## src/rtl/sliced_alu_pkg.sv

```systemverilog
package sliced_alu_pkg;

  localparam int unsigned SLICE_W = 4;
  localparam int unsigned OP_W    = 3;

  typedef enum logic [OP_W-1:0] {
    OP_ADD    = 3'd0,
    OP_ADD_NB = 3'd1,
    OP_AND    = 3'd2,
    OP_ANDN   = 3'd3,
    OP_OR     = 3'd4,
    OP_ORN    = 3'd5,
    OP_PASS_B = 3'd6,
    OP_PASS_A = 3'd7
  } alu_op_e;

  // True when the operation uses the carry chain.
  function automatic logic is_arith(input alu_op_e op);
    return (op == OP_ADD) || (op == OP_ADD_NB);
  endfunction

  // One-bit evaluation: returns {carry_out, result_bit}.
  function automatic logic [1:0] bit_eval(input logic a, input logic b,
                                          input logic ci, input alu_op_e op);
    logic bx;
    logic y;
    logic co;
    bx = (op == OP_ADD_NB) ? ~b : b;
    y  = 1'b0;
    co = 1'b0;
    unique case (op)
      OP_ADD, OP_ADD_NB: begin
        y  = a ^ bx ^ ci;
        co = (a & bx) | (a & ci) | (bx & ci);
      end
      OP_AND:    y = a & b;
      OP_ANDN:   y = a & ~b;
      OP_OR:     y = a | b;
      OP_ORN:    y = a | ~b;
      OP_PASS_B: y = b;
      OP_PASS_A: y = a;
      default:   y = 1'b0;
    endcase
    return {co, y};
  endfunction

endpackage

```

## src/rtl/sliced_alu_bit.sv

```systemverilog
module sliced_alu_bit
  import sliced_alu_pkg::*;
(
  input  logic    a_i,
  input  logic    b_i,
  input  logic    c_i,
  input  alu_op_e op_i,
  output logic    y_o,
  output logic    c_o
);

  logic [1:0] eval;

  always_comb begin
    eval = bit_eval(a_i, b_i, c_i, op_i);
  end

  assign y_o = eval[0];
  assign c_o = eval[1];

endmodule

```

## src/rtl/sliced_alu_slice.sv

```systemverilog
module sliced_alu_slice
  import sliced_alu_pkg::*;
(
  input  logic [SLICE_W-1:0] a_i,
  input  logic [SLICE_W-1:0] b_i,
  input  logic               c_i,
  input  alu_op_e            op_i,
  output logic [SLICE_W-1:0] y_o,
  output logic               c_o
);

  // Bit-level carry chain: bit_carry[0] enters bit 0, bit_carry[SLICE_W] leaves.
  logic [SLICE_W:0] bit_carry;

  assign bit_carry[0] = c_i;

  for (genvar i = 0; i < SLICE_W; i++) begin : g_bit
    sliced_alu_bit u_bit (
      .a_i  (a_i[i]),
      .b_i  (b_i[i]),
      .c_i  (bit_carry[i]),
      .op_i (op_i),
      .y_o  (y_o[i]),
      .c_o  (bit_carry[i+1])
    );
  end

  assign c_o = bit_carry[SLICE_W];

endmodule

```

## src/rtl/sliced_alu.sv

```systemverilog
module sliced_alu
  import sliced_alu_pkg::*;
#(
  parameter int unsigned WIDTH = 16
) (
  input  logic [WIDTH-1:0] opa_i,
  input  logic [WIDTH-1:0] opb_i,
  input  logic             carry_i,
  input  logic [2:0]       op_i,
  output logic [WIDTH-1:0] result_o,
  output logic             carry_o
);

  localparam int unsigned NSLICE = WIDTH / SLICE_W;

  if ((WIDTH % SLICE_W) != 0 || WIDTH == 0) begin : g_bad_width
    $error("sliced_alu: WIDTH must be a non-zero multiple of the slice width");
  end

  alu_op_e op_sel;
  assign op_sel = alu_op_e'(op_i);

  // Slice-level carry chain, brought out for the checker.
  logic [NSLICE:0] slice_carry;

  assign slice_carry[0] = carry_i;

  for (genvar k = 0; k < NSLICE; k++) begin : g_slice
    sliced_alu_slice u_slice (
      .a_i  (opa_i[k*SLICE_W +: SLICE_W]),
      .b_i  (opb_i[k*SLICE_W +: SLICE_W]),
      .c_i  (slice_carry[k]),
      .op_i (op_sel),
      .y_o  (result_o[k*SLICE_W +: SLICE_W]),
      .c_o  (slice_carry[k+1])
    );
  end

  assign carry_o = slice_carry[NSLICE];

endmodule

```

## config.mk

```make
export PLATFORM = sky130hd
export DESIGN_NAME = sliced_alu
export DESIGN_NICKNAME = d
export VERILOG_FILES = /design/src/rtl/sliced_alu_pkg.sv /design/src/rtl/sliced_alu_bit.sv /design/src/rtl/sliced_alu_slice.sv /design/src/rtl/sliced_alu.sv
export SDC_FILE = /design/constraint.sdc
export NUM_CORES = 1
export LEC_CHECK = 0
export ABC_AREA = 1
export BUFFER_PORTS_ARGS = -buffer_cell sky130_fd_sc_hd__buf_2
export CAP_MARGIN = 30
export CORE_ASPECT_RATIO = 1.4
export CORE_MARGIN = 2
export CORE_UTILIZATION = 55
export DETAILED_ROUTE_END_ITERATION = 6
export PLACE_DENSITY = 0.82
export REMOVE_ABC_BUFFERS = 1
export SYNTH_ARGS = -nofsm -noshare
export SYNTH_HDL_FRONTEND = slang
export SYNTH_SLANG_ARGS = --single-unit
```

## constraint.sdc

```tcl
create_clock -name vclk -period 23
set_input_delay 4.6 -clock vclk [all_inputs]
set_output_delay 4.6 -clock vclk [all_outputs]
set_load 0.01 [all_outputs]
```

==> impl_results.rst, run 1 <==
.. list-table::
   :header-rows: 1

   * - Metric
     - Value
   * - Placed Cells incl. Taps
     - approximately 340
   * - Hold Path End
     - result_o[4]
   * - Min-Delay Path Depth
     - 4
   * - Count of buffers added by post-CTS timing repair for setup
     - 0
   * - Gr usage total
     - 0.2349
   * - DRC viols
     - 0
   * - Number of placed I/O pins
     - 53
   * - Number of antenna violations at the first check in global routing
     - 0
   * - Maximum number of pins on one net before global-route repair
     - 27
   * - Post-synthesis share of cell area spent on xor and xnor gates
     - 0.08315
   * - Part of the total power dissipated in sequential elements
     - 0
   * - Overall via count from detail_route
     - 1768
   * - Share of post-route cells with drive strength above 1
     - 0.2119
   * - Post-DP HPWL
     - around 3100 um
   * - Vias in the first global route
     - 1639
   * - Avg Synthesized Cell Area
     - a little over 6 sq um
   * - Worst slack, placed
     - 3.185 ns
   * - Core Area
     - between 2000 and 3000 sq um
   * - Horizontal die dimension
     - between 50 and 60 um
   * - Result of the run
     - complete, no violations
   * - P&R area growth vs syn
     - 5.197%
   * - Maximum frequency from static timing analysis
     - 50.47 MHz
   * - Setup repair after global routing missed its margin
     - false
   * - Site Rows
     - 23
   * - Seq cells
     - 0
   * - Sequential fraction of the synthesis area
     - 0
   * - Number of buffer cells added on primary ports
     - 53
   * - Cell-internal power
     - about 0.016 mW
   * - Final Cycle Share
     - 0.8615
   * - Launch instance of the worst min-delay path
     - opa_i[4]
   * - Most instantiated library cell after synthesis
     - sky130_fd_sc_hd__nand2_1
   * - Final hold slack
     - about 9.6 ns
   * - Combinational power share
     - 1.000
   * - DR pass1 iterations
     - 5
   * - Final Net Count
     - between 300 and 400
   * - Maximum resistive drop on vdd
     - ~13 uV
   * - Dominant combinational cell family by area after synthesis
     - simple AND/OR/NAND/NOR gates
   * - First-pass GRT wire length
     - slightly below 7000 um
   * - Max-Slew Margin vs Limit
     - 0.6056
   * - Fraction of power spent switching nets
     - 0.5978
   * - Inserted Diodes
     - 0
   * - Most frequent cells after synthesis
     - sky130_fd_sc_hd__nand2_1, sky130_fd_sc_hd__inv_1, sky130_fd_sc_hd__nand3_1
   * - Post-synthesis instance total
     - around 280
   * - Number of warnings printed during yosys synthesis
     - 0
   * - Flip-flop and latch area
     - 0 sq um
   * - Gr ovfl total
     - 0
   * - Final Critical Period
     - roughly 20 ns
   * - Wire length after detailed routing
     - approximately 4100 um
   * - Number of different library cells in the post-synthesis netlist
     - 21
   * - Data required time of the worst path
     - around 18 ns
   * - Hold Violations, Final
     - 0
   * - Least-Margin Pin Slew
     - between 0.5 and 0.6 ns
   * - Leakage
     - 0.9505 nW
   * - Critical path capture point type
     - output pin
   * - Multiplexer share of the synthesized area
     - 0
   * - Detailed-route vias per instance
     - 5.215
   * - Average wire length per cell after detail routing
     - about 12 um
   * - Total of endpoints with negative setup slack in the final report
     - 0
   * - Cell type with the largest total area after synthesis
     - sky130_fd_sc_hd__fa_1
   * - Post-CTS resize count
     - 0
   * - GP Congestion
     - 0.8923
   * - Final std cells w/o fill
     - ~340
   * - Initial cell density of the core
     - 0.5799
   * - Reported max-cap violation count
     - 0
   * - Max-slew violation count
     - 0
   * - Clock buffer cells
     - 0
   * - Die ar.
     - between 3000 and 4000 sq um
   * - Yosys top cell area share
     - 0.1901
   * - Sw Pwr
     - about 0.023 mW
   * - Summed negative setup slack over all endpoints
     - 0 ns
   * - Share of synthesized cell area in and, or, nand and nor gates
     - 0.3912
   * - Worst min-delay path class
     - in -> out
   * - Maximum single-stage delay on the critical path
     - 0.48 ns
   * - Mapped cell area
     - about 1700 sq um
   * - Share of the synthesized area in compound gates (AO/OA/AOI/OAI)
     - 0.1195
   * - Max FO, Critical Path
     - 26
   * - Remaining number of nets flagged by the antenna check after routing
     - 0
   * - Cell with the largest stage delay on the worst path
     - sky130_fd_sc_hd__fa_1
   * - Crit-path most repeated cell
     - sky130_fd_sc_hd__fa_1
   * - Post-route cell area
     - between 1500 and 2000 sq um
   * - Number of hold-repair buffers added at the cts stage
     - 0
   * - Clock group share of total power
     - 0
   * - Total power divided by cell area
     - ~22 nW/um^2
   * - Share of synthesized cell area in full adder, half adder and majority cells
     - 0.1901
   * - DP Area
     - roughly 1800 sq um
   * - Floorplan die height
     - 69.50 um
   * - Setup CP Type
     - in -> out
   * - Final worst slack
     - ~3.2 ns
   * - Top area cells in the synthesized netlist
     - sky130_fd_sc_hd__fa_1, sky130_fd_sc_hd__nand2_1, sky130_fd_sc_hd__buf_4
   * - Crit path arrival time
     - between 15 and 20 ns
   * - Critical path startpoint category
     - input port
   * - Starting DRT DRC Count
     - 40
area by class of cell:
| class | count | area, sq um |
|---|---|---|
| Multi-Input combinational cell | 213 | 1321 |
| Fill cell | 327 | 1134 |
| Timing Repair Buffer | 53 | 265.3 |
| Inverter | 36 | 140.1 |
| Tap cell | 37 | 46.29 |
worst max-delay path: cells and delay by family:
family / cells / cell delay [ns]
adders and majority gates: 15 / 5.49
and+or+nand+nor: 19 / 4.53
buffers and inverters: 4 / 0.58
power groups by stage:
| stage | sequential [mW] | combinational (mW) | clock (mW) |
|---|---|---|---|
| after floorplan | 0 | 0.0245 | 0 |
| after CTS | 0 | 0.0390 | 0 |
| after global placement | 0 | 0.0377 | 0 |
| final | 0 | 0.0388 | 0 |
| after detailed placement | 0 | 0.0388 | 0 |
| after global routing | 0 | 0.0441 | 0 |
metrics by stage:
stage | utilization | power, mW
detailed placement | 0.6100 | 0.03884
global route | 0.6100 | 0.04407
global placement | 0.6100 | 0.03768
CTS | 0.6100 | 0.03900
floorplan | - | 0.02455
finish | 0.6100 | 0.03879
cell families (layout without fill, tap and decap cells):
logic type	after synthesis	after routing
XOR/XNOR	16	16
adder cells (fa/ha/maj)	16	16
AND/OR/NAND/NOR	148	148
AO/OA/AOI/OAI	33	33
buffers and inverters	66	89
worst max-delay path by stage:
stage | from | to | slack, ns
global placement | op_i[2] | result_o[15] | 3.38
global route | op_i[2] | result_o[15] | 2.73
finish | op_i[2] | result_o[15] | 3.19
CTS | op_i[2] | result_o[15] | 3.16
detailed placement | op_i[2] | result_o[15] | 3.18
floorplan | op_i[2] | result_o[15] | 4.10
layout by cell type (no fill, tap or decap):
cell / count
sky130_fd_sc_hd__inv_1: 32
sky130_fd_sc_hd__nand3_4: 1
sky130_fd_sc_hd__inv_2: 2
sky130_fd_sc_hd__inv_4: 2
sky130_fd_sc_hd__o21ai_0: 5
sky130_fd_sc_hd__buf_2: 53
sky130_fd_sc_hd__or2_2: 1
sky130_fd_sc_hd__nor2_1: 13
sky130_fd_sc_hd__a21oi_2: 1
sky130_fd_sc_hd__a21oi_1: 14
sky130_fd_sc_hd__o211ai_1: 3
sky130_fd_sc_hd__nand2_4: 1
sky130_fd_sc_hd__fa_1: 16
sky130_fd_sc_hd__nand3_1: 32
sky130_fd_sc_hd__nand2_2: 3
sky130_fd_sc_hd__a21boi_1: 10
sky130_fd_sc_hd__or2_1: 13
sky130_fd_sc_hd__xor2_1: 16
sky130_fd_sc_hd__nand2_1: 84
metal layers:
layer,part of all wire,track usage,wire (um)
met5,0,0,0
met3,0.046,0,187
met4,0.014,0.05706,55
met2,0.55,0.4386,2222
met1,0.39,0.2931,1607
Power figures use the tool's default switching activity.
==> run 2, diff against run 1 <==
ABC_AREA = not set   (was 1)
CORE_UTILIZATION = 54   (was 55)
PLACE_DENSITY = 0.83   (was 0.82)
==> run 2 against run 1 <==
Effect of this change:
- core utilization up 0.34 points
- synthesized area down 12%
- combinational power down 8.5%
- fmax down 6.9%
- critical path depth up 1
- via count down 20%
- synthesized cell count down 33%
- cell count down 27%
- critical endpoint unchanged
- largest cell class unchanged
==> impl_results.rst, run 2 <==
.. list-table::
   :header-rows: 1

   * - Metric
     - Value
   * - Initial cell density of the core
     - 0.5703 (-0.009519)
   * - Cell with the largest stage delay on the worst path
     - sky130_fd_sc_hd__fa_1
   * - CP startpoint
     - op_i[1]
   * - Critical path capture point
     - result_o[15]
   * - Leakage
     - 0.6719 nW (-29%)
   * - Core Area
     - 2615 sq um (-10%)
   * - Reported max-cap violation count
     - 0 (unchanged)
   * - DP Area
     - 1604 sq um (-9.5%)
   * - Floorplan die height
     - 66.18 um (-4.8%)
   * - Worst min-delay path class
     - in -> out
   * - DR pass1 iterations
     - 4 (-1)
   * - P&R area growth vs syn
     - 7.550%
   * - Critical path startpoint category
     - input port
   * - Maximum number of pins on one net before global-route repair
     - 53 (+96%)
   * - Least-Margin Pin Slew
     - 0.5956 ns (+0.005731 ns)
   * - Gr ovfl total
     - 0 (unchanged)
   * - Detailed-route vias per instance
     - 5.732 (+9.9%)
   * - Post-route cell area
     - 1604 sq um (-9.5%)
   * - Average wire length per cell after detail routing
     - 12.82 um (+6.7%)
   * - Post-synthesis instance total
     - 187 (-33%)
   * - Share of post-route cells with drive strength above 1
     - 0.2810 (+0.06903)
   * - Overall via count from detail_route
     - 1410 (-20%)
   * - Gr usage total
     - 0.2007 (-0.03417)
   * - Placed Cells incl. Taps
     - 246 (-27%)
   * - Crit path arrival time
     - 16.68 ns (+1.47 ns)
   * - Clock buffer cells
     - 0 (unchanged)
   * - Number of antenna violations at the first check in global routing
     - 0 (unchanged)
   * - Summed negative setup slack over all endpoints
     - 0 ns (unchanged)
   * - Remaining number of nets flagged by the antenna check after routing
     - 0 (unchanged)
   * - Final std cells w/o fill
     - 246 (-27%)
   * - Total power divided by cell area
     - 22.14 nW/um^2 (+1.2%)
   * - Setup repair after global routing missed its margin
     - false
   * - Final Critical Period
     - 21.28 ns (+1.470 ns)
   * - Maximum single-stage delay on the critical path
     - 0.43 ns (-0.05 ns)
   * - Hold Violations, Final
     - 0 (unchanged)
   * - Max FO, Critical Path
     - 49 (+88%)
   * - Yosys top cell area share
     - 0.2148 (+0.02471)
   * - Overall power after layout
     - 0.03551 mW (-8.5%)
   * - Most common library cell in the layout ignoring fill and taps
     - sky130_fd_sc_hd__buf_2
   * - Max-slew violation count
     - 0 (unchanged)
   * - Die ar.
     - 3204 sq um (-9.2%)
   * - Cell type with the largest total area after synthesis
     - sky130_fd_sc_hd__fa_1
   * - Crit-path most repeated cell
     - sky130_fd_sc_hd__fa_1
   * - Post-DP HPWL
     - 2273 um (-27%)
   * - Top area cells in the synthesized netlist
     - sky130_fd_sc_hd__fa_1, sky130_fd_sc_hd__xnor2_1, sky130_fd_sc_hd__xor2_1
   * - Site Rows
     - 22 (-4.3%)
   * - GP Congestion
     - 0.7149 (-20%)
   * - DRC viols
     - 0 (unchanged)
   * - Maximum frequency from static timing analysis
     - 46.98 MHz (-6.9%)
   * - Seq cells
     - 0 (unchanged)
   * - Avg Synthesized Cell Area
     - 7.976 sq um (+32%)
   * - Count of buffers added by post-CTS timing repair for setup
     - 0 (unchanged)
   * - Critical path capture point type
     - output pin
   * - Flip-flop and latch area
     - 0 sq um (unchanged)
   * - Number of hold-repair buffers added at the cts stage
     - 0 (unchanged)
   * - Inserted Diodes
     - 0 (unchanged)
   * - Sequential fraction of the synthesis area
     - 0 (unchanged)
   * - Horizontal die dimension
     - 48.42 um (-4.7%)
   * - Number of warnings printed during yosys synthesis
     - 0 (unchanged)
   * - Setup CP Type
     - in -> out
   * - Starting DRT DRC Count
     - 58 (+45%)
   * - Number of different library cells in the post-synthesis netlist
     - 27 (+29%)
   * - Number of placed I/O pins
     - 53 (unchanged)
   * - Final Net Count
     - 264 (-26%)
   * - First-pass GRT wire length
     - 5451 um (-19%)
   * - Final Cycle Share
     - 0.9254 (+0.06392)
   * - Total of endpoints with negative setup slack in the final report
     - 0 (unchanged)
   * - Most frequent cells in the layout
     - sky130_fd_sc_hd__buf_2, sky130_fd_sc_hd__nand2_1, sky130_fd_sc_hd__inv_1, sky130_fd_sc_hd__fa_1, sky130_fd_sc_hd__xnor2_1
   * - Maximum resistive drop on vdd
     - 15.30 uV (+20%)
   * - Max-Slew Margin vs Limit
     - 0.6021 (-0.003537)
   * - Data required time of the worst path
     - 18.40 ns (about the same)
   * - Most frequent cells after synthesis
     - sky130_fd_sc_hd__nand2_1, sky130_fd_sc_hd__buf_4, sky130_fd_sc_hd__fa_1, sky130_fd_sc_hd__inv_1, sky130_fd_sc_hd__xnor2_1
   * - Post-CTS resize count
     - 0 (unchanged)
   * - Number of buffer cells added on primary ports
     - 53 (unchanged)
   * - Result of the run
     - complete, no violations
   * - Mapped cell area
     - 1491 sq um (-12%)
   * - Most instantiated library cell after synthesis
     - sky130_fd_sc_hd__nand2_1
   * - Wire length after detailed routing
     - 3154 um (-23%)
   * - Vias in the first global route
     - 1300 (-21%)
-- run 2: changes by cell type in the layout (fill, tap and decap cells not counted), moves of 14 or more --
| cell | before | now |
|---|---|---|
| sky130_fd_sc_hd__nand2_1 | 84 | 17 |
| sky130_fd_sc_hd__nand3_1 | 32 | 0 |
| sky130_fd_sc_hd__inv_1 | 32 | 16 |
| sky130_fd_sc_hd__xnor2_1 | 0 | 15 |
| sky130_fd_sc_hd__a22oi_1 | 0 | 14 |
| sky130_fd_sc_hd__or3_1 | 0 | 14 |
-- run 2: layout make-up --
type	instances	area, sq um
multi-input combinational	137	1204
tap	36	45.04
timing repair buffer	57	295.3
inverter	16	60.06
fill	258	1011
-- run 2: report_power, final --
group / switching, mW / leakage [nW] / internal (mW) / total, mW
combinational: 0.0189 / 0.672 / 0.0166 / 0.0355
clock: 0 / 0 / 0 / 0
sequential: 0 / 0 / 0 / 0
-- run 2: cells by family after synthesis --
family	count (synthesis)	share of synthesized area
adders and majority gates	16	0.2148
buffers and inverters	50	0.1930
xor gates and xnor gates	29	0.1703
AOI/OAI and AO/OA	50	0.2685
and+or+nand+nor	40	0.1401
muxes	2	0.01342
-- run 2: layer usage --
layer	track usage	vias to the layer above	share of wire
met5	0	-	0
met4	0	0	0
met3	0	0	0.040
met2	0.4045	39	0.52
met1	0.2550	681	0.44
li1	-	690	-
-- run 2: critical path: cells and delay by family --
| kind | cells | cell delay [ns] |
|---|---|---|
| adders and majority gates | 16 | 5.63 |
| and+or+nand+nor | 17 | 5.34 |
| xor gates and xnor gates | 1 | 0.18 |
| buffers and inverters | 3 | 0.52 |
| AOI/OAI and AO/OA | 2 | 0.40 |
-- run 2: stage by stage --
step           setup slack [ns]  utilization  hold slack (ns)
2_1_floorplan             2.206            -            9.330
3_3_place_gp              1.804       0.6105            9.553
3_5_place_dp              1.726       0.6134            9.559
4_1_cts                   1.692       0.6134            9.559
5_1_grt                   1.201       0.6134            9.593
6_report                  1.716       0.6134            9.558
-- run 2: how the worst min path moves through the flow --
stage | start | endpoint | slack [ns] | cells after the start
floorplan | opb_i[10] | result_o[10] | 9.33 | 2
global placement | opb_i[7] | result_o[7] | 9.55 | 3
detailed placement | opb_i[7] | result_o[7] | 9.56 | 3
CTS | opb_i[7] | result_o[7] | 9.56 | 3
global route | opb_i[8] | result_o[8] | 9.59 | 3
finish | opb_i[7] | result_o[7] | 9.56 | 3
==> run 3, diff against run 2 <==
CORE_UTILIZATION = 40   (was 54)
PLACE_DENSITY = 0.63   (was 0.83)
==> run 3 against run 2 <==
Effect of this change:
- worst hold slack improved by 0.0026 ns
- critical path depth down 2
- first-iteration DRC count decreased by 48%
- worst setup slack gained 0.14 ns
- critical path type unchanged
- power is 0.32% higher
==> impl_results.rst, run 3 (synthesized netlist as in run 2, its figures left out) <==
.. list-table::
   :header-rows: 1

   * - Metric
     - Value
   * - Max FO, Critical Path
     - 22 (-55%)
   * - Most common library cell in the layout ignoring fill and taps
     - sky130_fd_sc_hd__buf_2
   * - Gr ovfl total
     - 0 (unchanged)
   * - Crit path arrival time
     - 16.54 ns (-0.14 ns)
   * - Overall power after layout
     - 0.03562 mW (+0.32%)
   * - Cell family with most CP delay
     - adder cells
   * - Max-slew violation count
     - 0 (unchanged)
   * - Inserted Diodes
     - 0 (unchanged)
   * - Met2 Resource Use GR
     - 0.2929 (-0.1117)
   * - Post-DP HPWL
     - 2328 um (+2.4%)
   * - Data required time of the worst path
     - 18.40 ns (about the same)
   * - Number of antenna violations at the first check in global routing
     - 0 (unchanged)
   * - Combinational power share
     - 1.000 (about the same)
   * - Part of the total power dissipated in sequential elements
     - 0 (unchanged)
   * - Average wire length per cell after detail routing
     - 13.19 um (+2.9%)
   * - Setup CP Type
     - in -> out
   * - Top Usage Layer GRT
     - met2
   * - Worst min-delay path class
     - in -> out
   * - Post-route cell area
     - 1612 sq um (+0.47%)
   * - Final Critical Period
     - 21.14 ns (-0.1412 ns)
   * - Crit-path most repeated cell
     - sky130_fd_sc_hd__fa_1
   * - Sw Pwr
     - 0.01900 mW (+0.63%)
   * - P&R area growth vs syn
     - 8.054%
   * - First-pass GRT wire length
     - 5485 um (+0.62%)
   * - Vias in the first global route
     - 1263 (-2.8%)
   * - Die ar.
     - 4240 sq um (+32%)
   * - Site Rows
     - 26 (+18%)
   * - DR pass1 iterations
     - 4 (unchanged)
   * - Number of buffer cells added on primary ports
     - 53 (unchanged)
   * - DRC viols
     - 0 (unchanged)
   * - Flip-flop and latch area
     - 0 sq um (unchanged)
   * - Cell-internal power
     - 0.01662 mW (about the same)
   * - Number of placed I/O pins
     - 53 (unchanged)
   * - Detailed-route vias per instance
     - 5.484 (-4.3%)
   * - GP Congestion
     - 0.7202 (+0.74%)
   * - Total power divided by cell area
     - 22.10 nW/um^2 (-0.15%)
   * - Least-Margin Pin Slew
     - 0.6295 ns (+0.03391 ns)
   * - Reported max-cap violation count
     - 0 (unchanged)
   * - Maximum frequency from static timing analysis
     - 47.30 MHz (+0.67%)
   * - Final Net Count
     - 264 (unchanged)
   * - Clock group share of total power
     - 0 (unchanged)
   * - Total of endpoints with negative setup slack in the final report
     - 0 (unchanged)
   * - Initial cell density of the core
     - 0.4130 (-0.1573)
   * - Final Cycle Share
     - 0.9192 (-0.006141)
   * - Fraction of power spent switching nets
     - 0.5333 (+0.001639)
   * - Count of buffers added by post-CTS timing repair for setup
     - 0 (unchanged)
   * - Core Area
     - 3611 sq um (+38%)
   * - Maximum number of pins on one net before global-route repair
     - 53 (unchanged)
   * - Starting DRT DRC Count
     - 30 (-48%)
   * - Hold Violations, Final
     - 0 (unchanged)
   * - Remaining number of nets flagged by the antenna check after routing
     - 0 (unchanged)
   * - Launch instance of the worst min-delay path
     - opb_i[7]
   * - Floorplan die height
     - 76.25 um (+15%)
   * - Number of hold-repair buffers added at the cts stage
     - 0 (unchanged)
   * - Final design utilization
     - 0.4463 (-0.1671)
   * - Met3 Use GR
     - 0.003396 (+0.003396)
   * - Clock buffer cells
     - 0 (unchanged)
   * - Overall via count from detail_route
     - 1382 (-2.0%)
   * - Maximum resistive drop on vdd
     - 12.87 uV (-16%)
   * - Critical path startpoint category
     - input port
   * - Share of post-route cells with drive strength above 1
     - 0.2810 (unchanged)
   * - Maximum single-stage delay on the critical path
     - 0.44 ns (about the same)
   * - Leakage
     - 0.6719 nW (unchanged)
   * - Summed negative setup slack over all endpoints
     - 0 ns (unchanged)
   * - Fillcell total
     - 381 (+48%)
   * - Wire length after detailed routing
     - 3324 um (+5.4%)
   * - Result of the run
     - complete, no violations
   * - Met1 track utilization from global routing
     - 0.1847 (-0.07028)
   * - Final hold slack
     - 9.560 ns (+0.002570 ns)
   * - DP Area
     - 1612 sq um (+0.47%)
   * - CP startpoint
     - op_i[0]
   * - Setup repair after global routing missed its margin
     - false
   * - Horizontal die dimension
     - 55.61 um (+15%)
   * - Post-CTS resize count
     - 0 (unchanged)
   * - Max-Slew Margin vs Limit
     - 0.5794 (-0.02265)
   * - Seq cells
     - 0 (unchanged)
   * - Most frequent cells in the layout
     - sky130_fd_sc_hd__buf_2, sky130_fd_sc_hd__nand2_1, sky130_fd_sc_hd__inv_1, sky130_fd_sc_hd__fa_1, sky130_fd_sc_hd__xnor2_1
   * - Gr usage total
     - 0.1485 (-0.05220)
   * - Critical path capture point type
     - output pin
   * - Cell with the largest stage delay on the worst path
     - sky130_fd_sc_hd__fa_1
   * - Total buffers and inverters traversed by the critical path
     - 2 (-1)
-- run 3: cell counts in the layout (fill, tap and decap cells not counted) --
Identical to the previous run, type by type.
-- run 3: worst paths after layout --
check / slack (ns) / cells after the start / to
worst max-delay path: 1.86 / 37 / result_o[15]
worst min-delay path: 9.56 / 3 / result_o[7]
-- run 3: stage by stage --
stage,setup slack (ns),cells
2_1_floorplan,2.206,153
3_3_place_gp,1.927,251
3_5_place_dp,1.872,252
4_1_cts,1.812,252
5_1_grt,1.319,252
6_report,1.857,252
-- run 3: final cells by class --
class	count	area [sq um]	share of cell area
well taps	42	52.55	0.03261
repair buffers	57	295.3	0.1832
multi-input cells	137	1204	0.7469
inverters	16	60.06	0.03727
-- run 3: power by group through the flow --
| stage | Combinational (mW) | Clock, mW | Sequential (mW) |
|---|---|---|---|
| 2_1_floorplan | 0.0213 | 0 | 0 |
| 3_3_place_gp | 0.0357 | 0 | 0 |
| 3_5_place_dp | 0.0359 | 0 | 0 |
| 4_1_cts | 0.0361 | 0 | 0 |
| 5_1_grt | 0.0404 | 0 | 0 |
| 6_report | 0.0356 | 0 | 0 |
-- run 3: metal layers --
metal  share of wire  wire length, um
met1            0.44             1461
met3           0.023               77
met2            0.54             1784
met5               0                0
met4               0                0
